<file path="src/rtl/i2c_fu_pkg.sv">
package i2c_fu_pkg;
  localparam int ADDR_W = 4;
  localparam logic [ADDR_W-1:0] A_CTRL  = 4'd0;
  localparam logic [ADDR_W-1:0] A_STAT  = 4'd1;
  localparam logic [ADDR_W-1:0] A_TXD   = 4'd2;
  localparam logic [ADDR_W-1:0] A_RXD   = 4'd3;
  localparam logic [ADDR_W-1:0] A_TXLVL = 4'd4;
  localparam logic [ADDR_W-1:0] A_RXLVL = 4'd5;
  localparam logic [ADDR_W-1:0] A_RXWM  = 4'd6;
  localparam logic [ADDR_W-1:0] A_GIE   = 4'd7;
  localparam logic [ADDR_W-1:0] A_ISR   = 4'd8;
  localparam logic [ADDR_W-1:0] A_IER   = 4'd9;
  localparam logic [ADDR_W-1:0] A_SRST  = 4'd10;

  localparam logic [31:0] SRST_KEY = 32'h0000_000A;
  localparam int NSRC = 8;
  // interrupt source bit positions
  localparam int S_ARB = 0, S_TXERR = 1, S_TXEMPTY = 2, S_RXWM = 3;
  localparam int S_IDLE = 4, S_AAS = 5, S_NAAS = 6, S_TXHALF = 7;
  // sources latched on a rising edge of their condition
  localparam logic [NSRC-1:0] EDGE_MASK = 8'b1001_0100;

  // zero-based occupancy: count minus one, floored at zero
  function automatic logic [31:0] zb_level(input logic [31:0] cnt);
    return (cnt == 32'd0) ? 32'd0 : cnt - 32'd1;
  endfunction
endpackage

</file>
<file path="src/rtl/i2c_fu_fifo.sv">
module i2c_fu_fifo #(
  parameter int W     = 8,
  parameter int DEPTH = 16,
  localparam int AW   = (DEPTH > 1) ? $clog2(DEPTH) : 1,
  localparam int CW   = $clog2(DEPTH + 1)
) (
  input  logic          clk,
  input  logic          rst_n,
  input  logic          flush,
  input  logic          push,
  input  logic [W-1:0]  din,
  input  logic          pop,
  output logic [W-1:0]  dout,
  output logic [CW-1:0] count,
  output logic          full,
  output logic          empty
);
  logic [W-1:0]  mem [DEPTH];
  logic [AW-1:0] wp, rp;
  logic          do_push, do_pop;

  assign full    = (count == CW'(DEPTH));
  assign empty   = (count == '0);
  assign do_push = push && !full;
  assign do_pop  = pop && !empty;
  assign dout    = mem[rp];

  function automatic logic [AW-1:0] bump(input logic [AW-1:0] p);
    return (p == AW'(DEPTH - 1)) ? '0 : p + AW'(1);
  endfunction

  always_ff @(posedge clk or negedge rst_n) begin
    if (!rst_n) begin
      wp <= '0; rp <= '0; count <= '0;
    end else if (flush) begin
      wp <= '0; rp <= '0; count <= '0;
    end else begin
      if (do_push) wp <= bump(wp);
      if (do_pop)  rp <= bump(rp);
      case ({do_push, do_pop})
        2'b10:   count <= count + CW'(1);
        2'b01:   count <= count - CW'(1);
        default: count <= count;
      endcase
    end
  end

  always_ff @(posedge clk) begin
    if (do_push && !flush) mem[wp] <= din;
  end
endmodule

</file>
<file path="src/rtl/i2c_fu_irq.sv">
module i2c_fu_irq
  import i2c_fu_pkg::*;
#(
  parameter int N = NSRC,
  parameter logic [N-1:0] EDGE = EDGE_MASK
) (
  input  logic         clk,
  input  logic         rst_n,
  input  logic         srst,
  input  logic [N-1:0] cond,
  input  logic         isr_we,
  input  logic         ier_we,
  input  logic         gie_we,
  input  logic [31:0]  wdata,
  output logic [N-1:0] isr,
  output logic [N-1:0] ier,
  output logic         gie,
  output logic [N-1:0] set_vec,
  output logic [N-1:0] clr_vec,
  output logic         irq
);
  for (genvar i = 0; i < N; i++) begin : g_src
    if (EDGE[i]) begin : g_edge
      logic prev;
      always_ff @(posedge clk or negedge rst_n) begin
        if (!rst_n)    prev <= 1'b1;
        else if (srst) prev <= 1'b1;
        else           prev <= cond[i];
      end
      assign set_vec[i] = cond[i] && !prev;
    end else begin : g_level
      assign set_vec[i] = cond[i];
    end
  end

  assign clr_vec = isr_we ? wdata[N-1:0] : '0;

  always_ff @(posedge clk or negedge rst_n) begin
    if (!rst_n) begin
      isr <= '0; ier <= '0; gie <= 1'b0;
    end else if (srst) begin
      isr <= '0; ier <= '0; gie <= 1'b0;
    end else begin
      isr <= (isr & ~clr_vec) | set_vec;
      if (ier_we) ier <= wdata[N-1:0];
      if (gie_we) gie <= wdata[31];
    end
  end

  assign irq = gie && |(isr & ier);
endmodule

</file>
<file path="src/rtl/i2c_fifo_irq_unit.sv">
module i2c_fifo_irq_unit
  import i2c_fu_pkg::*;
#(
  parameter int DEPTH = 16,
  parameter int DW    = 8,
  localparam int CMDW = DW + 2,
  localparam int CW   = $clog2(DEPTH + 1),
  localparam int TW   = $clog2(DEPTH)
) (
  input  logic            clk,
  input  logic            rst_n,
  input  logic            reg_wr,
  input  logic            reg_rd,
  input  logic [3:0]      reg_addr,
  input  logic [31:0]     reg_wdata,
  output logic [31:0]     reg_rdata,
  output logic            core_en,
  output logic            cmd_valid,
  output logic [CMDW-1:0] cmd_data,
  input  logic            cmd_pop,
  input  logic            rx_push,
  input  logic [DW-1:0]   rx_data,
  input  logic            bus_busy,
  input  logic            arb_lost,
  input  logic            tx_error,
  input  logic            slave_addressed,
  output logic            irq
);
  // named internal events, observed by the bound checker
  logic            srst;
  logic            tx_wr_req, rx_rd_req;
  logic [1:0]      ctrl;
  logic [TW-1:0]   rx_wm;
  logic [CW-1:0]   tx_cnt, rx_cnt;
  logic            tx_full, tx_empty, rx_full, rx_empty;
  logic [DW-1:0]   rx_head;
  logic [NSRC-1:0] cond, isr, ier, isr_set, isr_clr;
  logic            gie;

  assign srst      = reg_wr && (reg_addr == A_SRST) && (reg_wdata == SRST_KEY);
  assign tx_wr_req = reg_wr && (reg_addr == A_TXD) && !ctrl[1];
  assign rx_rd_req = reg_rd && (reg_addr == A_RXD);

  always_ff @(posedge clk or negedge rst_n) begin
    if (!rst_n) begin
      ctrl <= '0; rx_wm <= '0;
    end else if (srst) begin
      ctrl <= '0; rx_wm <= '0;
    end else if (reg_wr) begin
      if (reg_addr == A_CTRL) ctrl  <= reg_wdata[1:0];
      if (reg_addr == A_RXWM) rx_wm <= reg_wdata[TW-1:0];
    end
  end

  assign core_en   = ctrl[0];
  assign cmd_valid = !tx_empty;

  i2c_fu_fifo #(.W(CMDW), .DEPTH(DEPTH)) u_txq (
    .clk(clk), .rst_n(rst_n), .flush(srst || ctrl[1]),
    .push(tx_wr_req), .din(reg_wdata[CMDW-1:0]), .pop(cmd_pop),
    .dout(cmd_data), .count(tx_cnt), .full(tx_full), .empty(tx_empty)
  );

  i2c_fu_fifo #(.W(DW), .DEPTH(DEPTH)) u_rxq (
    .clk(clk), .rst_n(rst_n), .flush(srst),
    .push(rx_push), .din(rx_data), .pop(rx_rd_req),
    .dout(rx_head), .count(rx_cnt), .full(rx_full), .empty(rx_empty)
  );

  always_comb begin
    cond            = '0;
    cond[S_ARB]     = arb_lost;
    cond[S_TXERR]   = tx_error;
    cond[S_TXEMPTY] = tx_empty;
    cond[S_RXWM]    = rx_cnt > CW'(rx_wm);
    cond[S_IDLE]    = !bus_busy;
    cond[S_AAS]     = slave_addressed;
    cond[S_NAAS]    = !slave_addressed;
    cond[S_TXHALF]  = tx_cnt <= CW'(DEPTH / 2);
  end

  i2c_fu_irq #(.N(NSRC), .EDGE(EDGE_MASK)) u_irq (
    .clk(clk), .rst_n(rst_n), .srst(srst), .cond(cond),
    .isr_we(reg_wr && reg_addr == A_ISR && !srst),
    .ier_we(reg_wr && reg_addr == A_IER),
    .gie_we(reg_wr && reg_addr == A_GIE),
    .wdata(reg_wdata), .isr(isr), .ier(ier), .gie(gie),
    .set_vec(isr_set), .clr_vec(isr_clr), .irq(irq)
  );

  always_comb begin
    reg_rdata = '0;
    case (reg_addr)
      A_CTRL:  reg_rdata[1:0] = ctrl;
      A_STAT:  begin
        reg_rdata[2] = bus_busy;
        reg_rdata[4] = tx_full;
        reg_rdata[5] = rx_full;
        reg_rdata[6] = rx_empty;
        reg_rdata[7] = tx_empty;
      end
      A_RXD:   if (!rx_empty) reg_rdata[DW-1:0] = rx_head;
      A_TXLVL: reg_rdata = zb_level(32'(tx_cnt));
      A_RXLVL: reg_rdata = zb_level(32'(rx_cnt));
      A_RXWM:  reg_rdata[TW-1:0] = rx_wm;
      A_GIE:   reg_rdata[31] = gie;
      A_ISR:   reg_rdata[NSRC-1:0] = isr;
      A_IER:   reg_rdata[NSRC-1:0] = ier;
      default: reg_rdata = '0;
    endcase
  end
endmodule

</file>
<file path="config.mk">
export PLATFORM = sky130hd
export DESIGN_NAME = i2c_fifo_irq_unit
export DESIGN_NICKNAME = d
export VERILOG_FILES = /design/src/rtl/i2c_fu_pkg.sv /design/src/rtl/i2c_fu_fifo.sv /design/src/rtl/i2c_fu_irq.sv /design/src/rtl/i2c_fifo_irq_unit.sv
export SDC_FILE = /design/constraint.sdc
export NUM_CORES = 1
export LEC_CHECK = 0
export ABC_CLOCK_PERIOD_IN_PS = 3800
export BUFFER_PORTS_ARGS = -buffer_cell sky130_fd_sc_hd__buf_4
export CORE_AREA = 2 2 168 170
export CTS_CLUSTER_SIZE = 10
export DETAILED_ROUTE_END_ITERATION = 8
export DIE_AREA = 0 0 170 172
export PLACE_DENSITY = 0.8
export SLEW_MARGIN = 40
export SYNTH_ARGS = -nofsm -noshare
export SYNTH_HDL_FRONTEND = slang
export SYNTH_SLANG_ARGS = --single-unit
</file>
<file path="constraint.sdc">
create_clock -name clk -period 3.8 [get_ports clk]
set_input_delay 0.19 -clock clk [delete_from_list [all_inputs] [get_ports clk]]
set_output_delay 0.19 -clock clk [all_outputs]
set_load 0.005 [all_outputs]
</file>
== Word level (Yosys, flattened, before mapping) ==
Memories as Yosys holds them, arrays and structs flattened.
Cells that the tools add are included.

* Register bits after elaboration: 52
* Bits in writable memories: 288
* Output and inout bits: 45
* Memories kept: 2

{| class="wikitable"
|+ Memory list
! memory !! depth !! width !! read ports !! clocked after memory_dff !! wr ports !! RTL line !! text
|-
| u_txq.mem || 16 || 10 || 1 || 0 || 1 || i2c_fu_fifo.sv:18 || <nowiki>logic [W-1:0] mem [DEPTH];</nowiki>
|-
| u_rxq.mem || 16 || 8 || 1 || 0 || 1 || i2c_fu_fifo.sv:18 ||
|}

* Add/subtract/negate cells: 10
* Order comparisons: 2
* Eq/ne operators: 21
* Mux-type cells: 44
* Bitwise gates (word level): 4
* Reductions and logical operators: 49

{| class="wikitable"
|+ Operators with widths
! cell !! number
|-
| $mux W32 || 2
|-
| $mux W4 || 15
|-
| $pmux W23 S2 || 1
|-
| $mux W8 || 5
|-
| $eq A32 B4 Y1 const B || 1
|-
| $eq A4 B4 Y1 const B || 7
|-
| $pmux W4 S6 || 1
|-
| $pmux W5 S2 || 2
|-
| $logic_and A1 B1 Y1 || 19
|-
| $reduce_bool A2 Y1 || 9
|-
| $add A4 B1 Y4 const B || 4
|-
| $and A8 B8 Y8 || 2
|-
| $eq A4 B3 Y1 const B || 4
|-
| $pmux W2 S7 || 1
|-
| $logic_not A1 Y1 || 12
|-
| $sub A5 B1 Y6 const B || 2
|-
| $add A5 B1 Y5 const B || 2
|-
| $eq A5 B5 Y1 const B || 2
|-
| $logic_not A5 Y1 || 2
|-
| $mux W5 || 2
|-
| $sub A5 B1 Y5 const B || 2
|-
| $mux W1 || 9
|-
| $eq A4 B2 Y1 const B || 2
|-
| $not A8 Y8 || 1
|-
| 15 further kinds || 21
|}

== Depth between registers and ports, before layout ==
Gate-level depths: netlist of run 1.

* Depth after elaboration: 10
* Depth in mapped cells: 16

== Modules after synthesis ==
A second synthesis of run 1 with hierarchy kept.

* Cell total of the unflattened synthesis: 927
* Area, all modules: 15112.0 um^2

{| class="wikitable"
|+ By module, submodules not included
! module !! times used !! cells an instance !! area each (um^2) !! sequential area each (um^2)
|-
| i2c_fu_fifo at u_txq || 1 || 350 || 7033.0 || 5129.9
|-
| i2c_fu_fifo at u_rxq || 1 || 330 || 5873.1 || 4169.0
|-
| i2c_fifo_irq_unit || 1 || 164 || 1224.9 || 150.1
|-
| i2c_fu_irq || 1 || 83 || 980.9 || 504.2
|}

== Worst setup path before layout of run 1 ==
No wires, ideal clock.

* Kind: register to output
* Start: register u_rxq.count[0]
* End: output port reg_rdata[31]
* Arrival: 3230 ps
* Data required time: 3610 ps
* Slack: 380 ps
* Cell stages (with the launch flop): 9
* Path buffers: 1
* Cell sequence: dfrtp_1 -> inv_1 -> ha_1 -> or4b_1 -> buf_2 -> nand2_1 -> o32ai_1 -> a21oi_1 -> nor3b_1

* Cells in the longest elaborated chain, start to end: 3
* Elaborated cells on any way between the ends: 4

{| class="wikitable"
|+ RTL lines
! what !! RTL line !! text
|-
| start: declaration || i2c_fu_fifo.sv:14 || <nowiki>output logic [CW-1:0] count,</nowiki>
|-
| start signal: assignment || i2c_fu_fifo.sv:41 || <nowiki>2'b10: count <= count + CW'(1);</nowiki>
|-
| start signal: assignment || i2c_fu_fifo.sv:42 || <nowiki>2'b01: count <= count - CW'(1);</nowiki>
|-
| start signal: assignment || i2c_fu_fifo.sv:43 || <nowiki>default: count <= count;</nowiki>
|-
| $sub A5 B1 Y6 or $logic_not A5 Y1 (tied branches) || i2c_fu_pkg.sv:25 || <nowiki>return (cnt == 32'd0) ? 32'd0 : cnt - 32'd1;</nowiki>
|-
| $mux W32 (*) || i2c_fu_pkg.sv:25 ||
|-
| $pmux W1 S3 (*) || i2c_fifo_irq_unit.sv:93 || <nowiki>case (reg_addr)</nowiki>
|-
| end: declaration || i2c_fifo_irq_unit.sv:16 || <nowiki>output logic [31:0] reg_rdata,</nowiki>
|}

Mark *: on every way between the ends. The rest lies on a longest branch, timed or not.

== Worst setup path after layout of run 1 ==
* Start: register u_rxq.count[0]
* End: output port reg_rdata[3]

* Cells in the longest elaborated chain, start to end: 3
* Elaborated cells on any way between the ends: 5

{| class="wikitable"
|+ RTL lines
! what !! RTL line
|-
| $sub A5 B1 Y6 or $logic_not A5 Y1 (tied branches) || i2c_fu_pkg.sv:25, i2c_fu_fifo.sv:23
|-
| $mux W32 or $mux W8 (tied branches) || i2c_fu_pkg.sv:25, i2c_fifo_irq_unit.sv:102
|-
| $pmux W1 S6 (*) || i2c_fifo_irq_unit.sv:93
|}

Marked as above.

==> results of run 1 <==
## timing repair
action,4_1_cts,5_1_grt
setup endpoints to repair,0,0
hold endpoints to repair,97,0
hold buffers,9,0
## area by class of cell
cell class / count / area [µm²]
sequential: 340 / 9960
fill: 1921 / 10300
multi-input combinational: 520 / 4470
clock inverter: 5 / 57.6
inverter: 20 / 75.1
clock buffer: 61 / 1090
tap: 346 / 433
timing repair buffer: 136 / 1060
## stage by stage
| stage | std cells | hold slack, ps |
|---|---|---|
| final | 1428 | -0.612 |
| after detailed placement | 1353 | 269 |
| after global routing | 1428 | 12.9 |
| after floorplan | 953 | -106 |
| after global placement | 1353 | 270 |
| after CTS | 1428 | 1.45 |
## state kept, by name, summed over array words and instances (netlist names), 5 cells and up
register     cells
u_rxq.mem      128
u_txq.mem      160
u_txq.count      5
u_irq.isr        8
u_rxq.count      5
u_irq.ier        8
## metal layers
layer	wire length [µm]	part of all wire
met5	0	0
met3	2170	0.065
met2	16800	0.50
met1	13400	0.40
met4	1150	0.034
## layout by cell type, fill, tap and decap left out, drive strengths merged, types with 6 or more instances in the layout
cell	count
edfxtp	288
buf	127
mux2i	64
nor2	62
clkbuf	61
mux4	52
nand2	49
dfrtp	49
a21oi	38
o21ai	35
ha	23
inv	20
a22oi	18
mux2	14
nor3	13
xnor2	12
o22ai	11
nor4	11
a221oi	10
nand3	10
dlygate4sd3	9
xor2	8
nor2b	7
and2	7
nand4	6
nand2b	6
## power breakdown
group          internal (µW)  switching, µW
Clock                   1970           1380
Combinational           1350           1360
Sequential              4340            414
## worst min path at each step
stage               slack [ps]  startpoint               to
global route                10  rx_data[0]  u_rxq.mem[8][0]
global placement           270       rst_n   u_rxq.count[3]
detailed placement         270       rst_n   u_rxq.count[3]
CTS                          1  rx_data[0]  u_rxq.mem[8][0]
finish                    -0.6  rx_data[7]  u_rxq.mem[1][7]
floorplan                 -110       rst_n          ctrl[0]
## logic make-up (layout without fill, tap and decap cells)
| group | after synthesis | in the layout | synth area share |
|---|---|---|---|
| AOI/OAI and AO/OA | 137 | 137 | 0.0590 |
| xor gates and xnor gates | 20 | 20 | 0.0118 |
| adders and majority gates | 24 | 24 | 0.0207 |
| buffers and inverters | 93 | 222 | 0.0307 |
| DFF | 340 | 340 | 0.671 |
| muxes | 130 | 130 | 0.133 |
| and+or+nand+nor | 209 | 209 | 0.0743 |
==> flow_metrics.env, run 1 <==
export IMPL_finalWirelength_um=33600
export IMPL_whs_path_depth=1
export IMPL_postPlaceCellArea_mm2=0.0159
export IMPL_slew_headroom=0.484
export IMPL_max_clock_freq_mhz=293
export IMPL_fin_area_mm2=0.0171
export IMPL_row_count=61
export IMPL_ys_seq_area_frac=0.671
export IMPL_crit_chain="inv_1 > ha_1 > or4b_1 > nand2_1 > o22ai_1 > a311oi_1 > o221ai_1 > buf_4"
export IMPL_async_flop_share=0.153
export IMPL_syn_nets=1031
export IMPL_avgRoutedWirePerCell_um=23.5
export IMPL_firstDrtPassIters=5
export IMPL_port_buffer_count=98
export IMPL_grt_max_degree=53
export IMPL_syn_area_mm2=0.0148
export IMPL_fin_skew_ps=12.8
export IMPL_post_route_min_period_ps=3410
export IMPL_synth_edff_count=288
export IMPL_ys_types=63
export IMPL_io_pins=99
export IMPL_clk_pin_slew_ps=50
export IMPL_critPathSlowestCell="or4b_1"
export IMPL_start_util=0.540
export IMPL_grt_pass1_vias=8807
export IMPL_syn_area_per_cell_um2=15.6
export IMPL_synth_area_leaders="edfxtp_1, dfrtp_1, mux4_2, mux2i_1, ha_1"
export IMPL_cts_sinks=340
export IMPL_ant_nets=0
export IMPL_p_leak_uw=0.00604
export IMPL_setup_worst_path_end="reg_rdata[3]"
export IMPL_power_density_mw_per_mm2=631
export IMPL_num_antenna_cells=0
export IMPL_whs_ps=-0.612
export IMPL_reg2reg_from="u_rxq.count[0]"
export IMPL_cp_top_family="simple AND/OR/NAND/NOR gates"
export IMPL_fin_util=0.624
export IMPL_cts_max_level=2
export IMPL_grt_usage=0.237
export IMPL_coreArea_mm2=0.0275
export IMPL_setup_slack_ps=387
export IMPL_die_area_mm2=0.0292
export IMPL_rrSetupSlack_ps=800
export IMPL_cts_path_max_buffers=3
export IMPL_grt_util_met3=0.0394
export IMPL_overflow=0
export IMPL_cts_resized=0
export IMPL_yosysTopAreaCell="edfxtp_1"
export IMPL_cts_root_buf="clkbuf_16"
export IMPL_insertion_delay_ps=530
export IMPL_maxSlewViolCount=0
export IMPL_area_delta_synth_final_pct=15.5
export IMPL_tritoncts="built"
export IMPL_die_h_um=172
export IMPL_rsz0062_at_grt="no"
export IMPL_violations="negative hold slack"
export IMPL_worst_pin_slew_ps=774
export IMPL_startpoint_type="flop"
export IMPL_crit_start="u_rxq.count[0]"
export IMPL_dp_worst_setup_slack_ps=841
export IMPL_synth_top_cell_area_share=0.583
export IMPL_drv_cap=0
export IMPL_cp_end_kind="output port"
export IMPL_grt_pass1_wl_um=51500
export IMPL_setup_tns_ps=0
export IMPL_r2r_end="u_rxq.count[4]"
export IMPL_fin_total_pwr_uw=10800
export IMPL_drc_errors=0
export IMPL_cp_required_ps=3610
export IMPL_worst_r2r_path_depth=12
export IMPL_die_w_um=170
export IMPL_status="finished, violations left"
export IMPL_cp_arrival_ps=3220
export IMPL_grtUsageMet1=0.308
export IMPL_vias=8777
export IMPL_drive_gt1_frac=0.242
export IMPL_cp_num_buf_inv=2
export IMPL_final_hold_viol_count=4
export IMPL_path_max_fanout=6
export IMPL_grt_busiest_layer="met2"
export IMPL_avgViaCountPerCell=6.15
export IMPL_ir_drop_mv=0.588
export IMPL_ys_flop_type="edfxtp_1"
export IMPL_cts_made_buffers=40
export IMPL_synth_commonest_cells="edfxtp_1, mux2i_1, nor2_1"
export IMPL_ys_ff_latch=340
export IMPL_antenna_found_initial=0
export IMPL_gp_congestion=0.855
export IMPL_cpPeakStageDelay_ps=610
export IMPL_timing_final_crit_share=0.898
export IMPL_use_met2=0.407
export IMPL_yosys_warnings=0
export IMPL_path_depth=8
export IMPL_setup_viol_count_final=0
export IMPL_final_nets=1136
export IMPL_synth_cells=953
export IMPL_min_path_type="input port to flop"
export IMPL_postCtsSetupRepairBufs=0
export IMPL_yosysMostFrequentCell="edfxtp_1"
export IMPL_drt_iter0_drc=958
export IMPL_criticalPathCategory="flop to output port"
export IMPL_hpwlAfterDp_um=21800
No activity file was read; power rests on OpenSTA's default activity.
==> inputs of run 2 (changes only) <==
==> constraint.sdc (replaced) <==
create_clock -name clk -period 3.8 [get_ports clk]
set_input_delay 0.76 -clock clk [delete_from_list [all_inputs] [get_ports clk]]
set_output_delay 0.76 -clock clk [all_outputs]
set_load 0.005 [all_outputs]
==> run 2 against run 1 <==
Effect of this change:
- the flow now finishes without violations
- sequential share of layout area rose by 0.17 points
- power decreased by 0.51%
- worst hold slack better by 280 ps
- largest power group unchanged
- cell count shrank 0.56%
- global-route usage fell by 0.62 points
- sequential power about the same
- via count fell by 0.19%
- die area did not move
- first-iteration DRC count is 20% lower
- critical endpoint unchanged
- clock power is 2% lower
- core utilization down 0.18 points
- largest cell class unchanged
==> flow_metrics.env, run 2 (synthesis results as in run 1) <==
export IMPL_cts_made_buffers=40
export IMPL_grt_pass1_wl_um=50600
export IMPL_whs_ps=284
export IMPL_cts_max_level=2
export IMPL_cp_num_buf_inv=2
export IMPL_reg_largest_list="u_txq.mem x160, u_rxq.mem x128"
export IMPL_layout_commonest_cell="edfxtp_1"
export IMPL_area_delta_synth_final_pct=15.2
export IMPL_clk_pin_slew_ps=60
export IMPL_worst_pin_slew_ps=774
export IMPL_finalWirelength_um=32900
export IMPL_final_cell_mix="edfxtp_1, buf_4, mux2i_1"
export IMPL_die_area_mm2=0.0292
export IMPL_critPathSlowestCell="or4b_4"
export IMPL_cp_arrival_ps=2920
export IMPL_fin_skew_ps=19.2
export IMPL_power_density_mw_per_mm2=630
export IMPL_grt_max_degree=53
export IMPL_path_max_fanout=6
export IMPL_drv_cap=0
export IMPL_cts_path_max_buffers=3
export IMPL_insertion_delay_ps=530
export IMPL_antenna_found_initial=0
export IMPL_io_pins=99
export IMPL_fin_total_pwr_uw=10800
export IMPL_startpoint_type="flop"
export IMPL_cts_root_buf="clkbuf_16"
export IMPL_row_count=61
export IMPL_tritoncts="built"
export IMPL_crit_chain="inv_1 > ha_2 > or4b_4 > nand2_2 > o22ai_1 > a311oi_2 > o221ai_1 > buf_4"
export IMPL_p_leak_uw=0.00604
export IMPL_drive_gt1_frac=0.254
export IMPL_setup_viol_count_final=0
export IMPL_min_path_type="input port to async pin"
export IMPL_start_util=0.540
export IMPL_vias=8760
export IMPL_grt_pass1_vias=8826
export IMPL_drt_iter0_drc=765
export IMPL_avgViaCountPerCell=6.17
export IMPL_cpPeakStageDelay_ps=530
export IMPL_holdBufCountCts=0
export IMPL_cp_top_family="simple AND/OR/NAND/NOR gates"
export IMPL_cp_end_kind="output port"
export IMPL_timing_final_crit_share=0.968
export IMPL_hpwlAfterDp_um=21300
export IMPL_setup_tns_ps=0
export IMPL_firstDrtPassIters=6
export IMPL_status="finished, final reports clean"
export IMPL_port_buffer_count=98
export IMPL_postCtsSetupRepairBufs=0
export IMPL_regMostFlops="u_txq.mem"
export IMPL_die_w_um=170
export IMPL_num_antenna_cells=0
export IMPL_cts_sinks=340
export IMPL_gp_congestion=0.918
export IMPL_final_hold_viol_count=0
export IMPL_largest_reg_flops=160
export IMPL_criticalPathCategory="flop to output port"
export IMPL_ir_drop_mv=0.423
export IMPL_ant_nets=0
export IMPL_die_h_um=172
export IMPL_overflow=0
export IMPL_grt_usage=0.230
export IMPL_final_nets=1138
export IMPL_rsz0062_at_grt="no"
export IMPL_cp_required_ps=3040
export IMPL_slew_headroom=0.484
export IMPL_avgRoutedWirePerCell_um=23.2
export IMPL_max_clock_freq_mhz=272
export IMPL_post_route_min_period_ps=3680
export IMPL_maxSlewViolCount=0
export IMPL_coreArea_mm2=0.0275
export IMPL_drc_errors=0
-- run 2: cell types whose count changed in the layout (fill, tap and decap cells not counted), sizes merged --
cell	before	now
clkinv	5	4
buf	127	138
dlygate4sd3	9	0
inv	20	21
clkbuf	61	51
-- run 2: final cells by class --
class | instances | area, µm²
Clock buffer | 51 | 1040
Clock inverter | 5 | 37.5
Fill cell | 1966 | 10400
Inverter | 20 | 75.1
Multi-Input combinational cell | 520 | 4480
Sequential cell | 340 | 9960
Tap cell | 346 | 433
Timing Repair Buffer | 138 | 1060
-- run 2: power breakdown --
part	switching [µW]	total (µW)	internal (µW)	leakage [µW]
clock	1370	3280	1900	0.000524
combinational	1340	2710	1370	0.00231
sequential	437	4780	4340	0.00321
total	3150	10800	7620	0.00604
-- run 2: worst paths after layout --
path	start	to	slack [ps]	depth (start not counted)
min in group clk	bus_busy	u_irq.g_src[4].g_edge.prev	410	2
worst min-delay path	rst_n	rx_wm[0]	280	1
worst min register to register	u_irq.isr[4]	u_irq.isr[4]	550	2
max in group asynchronous	rst_n	u_txq.rp[0]	2990	1
worst max register to register	u_txq.count[1]	u_txq.count[4]	750	14
worst max-delay path	u_rxq.count[0]	reg_rdata[3]	120	8
-- run 2: metrics by stage --
stage,setup slack [ps],utilization,cells,cell area (µm²)
detailed placement,354,0.582,1364,16000
global placement,494,0.582,1364,16000
global route,15.8,0.622,1420,17100
CTS,50.1,0.621,1420,17100
finish,123,0.622,1420,17100
floorplan,400,-,953,14800
-- run 2: worst reg2reg max path: cells and delay by family (launching register included) --
kind                     cells  cell delay [ps]
buffers and inverters        3              390
AO/OA/AOI/OAI                2              250
AND/OR/NAND/NOR              4              840
XOR/XNOR                     2              310
flip-flops                   1              450
adder cells (fa/ha/maj)      3              690
-- run 2: metal layers --
| layer | vias up | routed length (µm) | share of wire | global-route usage |
|---|---|---|---|---|
| met2 | 380 | 16500 | 0.50 | 0.394 |
| li1 | 3902 | - | - | - |
| met3 | 61 | 2260 | 0.069 | 0.0364 |
| met4 | 0 | 969 | 0.029 | 0.0810 |
| met1 | 4417 | 13200 | 0.40 | 0.304 |
| met5 | - | 0 | 0 | 0 |
-- run 2: what timing repair did --
item                       in CTS  in global routing
cloned                          0                  0
pin swaps                       1                  0
setup endpoints to repair       2                  5
resized for setup               2                  3
==> inputs of run 3 (changes only) <==
- CELL_PAD_IN_SITES_DETAIL_PLACEMENT: not set -> 0
- CELL_PAD_IN_SITES_GLOBAL_PLACEMENT: not set -> 1
- CORE_AREA: 2 2 168 170 -> 2 2 174 176
- DIE_AREA: 0 0 170 172 -> 0 0 176 178
- PLACE_DENSITY: 0.8 -> 0.85
- SKIP_LAST_GASP: not set -> 1
==> run 3 against run 2 <==
Effect of this change:
- power rose by 1.6%
- global-route usage fell by 1.5 points
- sequential power about the same
- maximum frequency increased by 0.45%
- cell count is 4.2% higher
- sequential share of layout area decreased by 0.66 points
- via count is 1.9% lower
- non-clock buffer count increased by 4
- final area grew 1.1%
- highest routed layer unchanged
- combinational power is essentially flat
- clock power up 6.1%
- die area grew 7.1%
==> flow_metrics.env, run 3 (synthesis results as in run 1) <==
export IMPL_status="finished, final reports clean"
export IMPL_io_pins=99
export IMPL_row_count=63
export IMPL_finalWirelength_um=32900
export IMPL_grt_usage=0.215
export IMPL_final_cell_mix="edfxtp_1, buf_4, mux2i_1"
export IMPL_rsz0062_at_grt="no"
export IMPL_cts_made_buffers=40
export IMPL_overflow=0
export IMPL_setup_tns_ps=0
export IMPL_final_hold_viol_count=0
export IMPL_cts_path_max_buffers=3
export IMPL_max_clock_freq_mhz=273
export IMPL_num_antenna_cells=0
export IMPL_layout_commonest_cell="edfxtp_1"
export IMPL_drv_cap=0
export IMPL_power_density_mw_per_mm2=633
export IMPL_ant_nets=0
export IMPL_ir_drop_mv=0.530
export IMPL_startpoint_type="flop"
export IMPL_grt_max_degree=53
export IMPL_drive_gt1_frac=0.255
export IMPL_cts_root_buf="clkbuf_16"
export IMPL_maxSlewViolCount=0
export IMPL_post_route_min_period_ps=3660
export IMPL_start_util=0.505
export IMPL_seqCellArea_mm2=0.00996
export IMPL_cts_sinks=340
export IMPL_setup_viol_count_final=0
export IMPL_postCtsSetupRepairBufs=0
export IMPL_slew_headroom=0.443
export IMPL_reg_largest_list="u_txq.mem x160, u_rxq.mem x128"
export IMPL_insertion_delay_ps=530
export IMPL_cp_arrival_ps=2900
export IMPL_holdBufCountCts=0
export IMPL_clk_pin_slew_ps=60
export IMPL_fin_util=0.588
export IMPL_port_buffer_count=98
export IMPL_drt_iter0_drc=737
export IMPL_die_area_mm2=0.0313
export IMPL_gp_congestion=0.857
export IMPL_avgViaCountPerCell=5.80
export IMPL_antenna_found_initial=0
export IMPL_final_nets=1142
export IMPL_worst_pin_slew_ps=835
export IMPL_drc_errors=0
export IMPL_criticalPathCategory="flop to output port"
export IMPL_firstDrtPassIters=7
export IMPL_regMostFlops="u_txq.mem"
export IMPL_largest_reg_flops=160
export IMPL_tritoncts="built"
export IMPL_min_path_type="input port to async pin"
export IMPL_num_fill_cells=2181
export IMPL_cts_max_level=2
export IMPL_avgRoutedWirePerCell_um=22.2
export IMPL_timing_final_crit_share=0.963
export IMPL_cp_required_ps=3040
export IMPL_vias=8591
export IMPL_hpwlAfterDp_um=21500
export IMPL_die_w_um=176
export IMPL_p_leak_uw=0.00610
export IMPL_grt_pass1_wl_um=50800
export IMPL_fin_skew_ps=12.4
export IMPL_cp_end_kind="output port"
export IMPL_multi_input_area_mm2=0.00448
export IMPL_area_delta_synth_final_pct=16.5
export IMPL_grt_pass1_vias=8820
export IMPL_path_max_fanout=6
export IMPL_die_h_um=178
export IMPL_coreArea_mm2=0.0294
run 3: cell count changes in the layout (fill, tap and decap cells not counted), moves of 2 or more:
| cell | before | now |
|---|---|---|
| buf_4 | 136 | 140 |
| clkbuf_1 | 11 | 23 |
| clkinv_1 | 2 | 0 |
| clkinv_16 | 0 | 2 |
| nand3_1 | 9 | 7 |
| nand3_2 | 0 | 2 |
run 3: path summary, 6_finish.rpt:
kind                                 from  slack (ps)  cells past startpoint                         end
setup reg to reg           u_txq.count[0]         640                     14              u_txq.count[4]
setup / recovery           u_txq.count[0]         140                      9                reg_rdata[3]
max in group asynchronous           rst_n        3010                      1                 u_txq.rp[0]
hold reg to reg                  rx_wm[1]         540                      1                    rx_wm[1]
min in group clk                 bus_busy         380                      2  u_irq.g_src[4].g_edge.prev
hold / removal                      rst_n         280                      1                u_irq.ier[1]
run 3: layout make-up:
class | count | area share
tap | 390 | 0.0282
multi-input combinational | 520 | 0.259
inverter | 20 | 0.00434
clock buffer | 64 | 0.0644
clock inverter | 4 | 0.00471
timing repair buffer | 142 | 0.0631
sequential | 340 | 0.576
run 3: timing repair:
action,CTS,global route
endpoints found under the setup margin,2,3
resized for setup,2,4
pin swaps,0,1
run 3: metal layers:
layer / wire [µm] / track usage / vias up / part of all wire
met4: 1120 / 0.0954 / 0 / 0.034
met5: 0 / 0 / - / 0
li1: - / - / 3924 / -
met3: 1780 / 0.0356 / 67 / 0.054
met1: 13500 / 0.276 / 4341 / 0.41
met2: 16500 / 0.364 / 259 / 0.50
run 3: where the power goes:
group	leakage (µW)	total, µW	switching [µW]	internal, µW
clock network	0.000566	3480	1460	2020
registers	0.00321	4760	422	4340
logic	0.00232	2690	1300	1380
run 3: critical path: stages, from the launching register on:
cell and delay (ps):
dfrtp_1 460, inv_1 120, ha_1 200, or4b_1 500
nand3_2 180, o22ai_1 120, a311oi_2 320, buf_4 200
o221ai_1 110, buf_4 160
run 3: per-stage QoR:
stage	hold slack [ps]	setup WS (ps)	cells	total power [µW]	cell area, µm²
6_report	280	139	1480	10900	17300
5_1_grt	308	9.18	1480	11500	17300
4_1_cts	280	-43.9	1480	11000	17300
3_5_place_dp	521	392	1412	7530	16100
3_3_place_gp	519	431	1412	7470	16100
2_1_floorplan	464	400	953	6570	14800
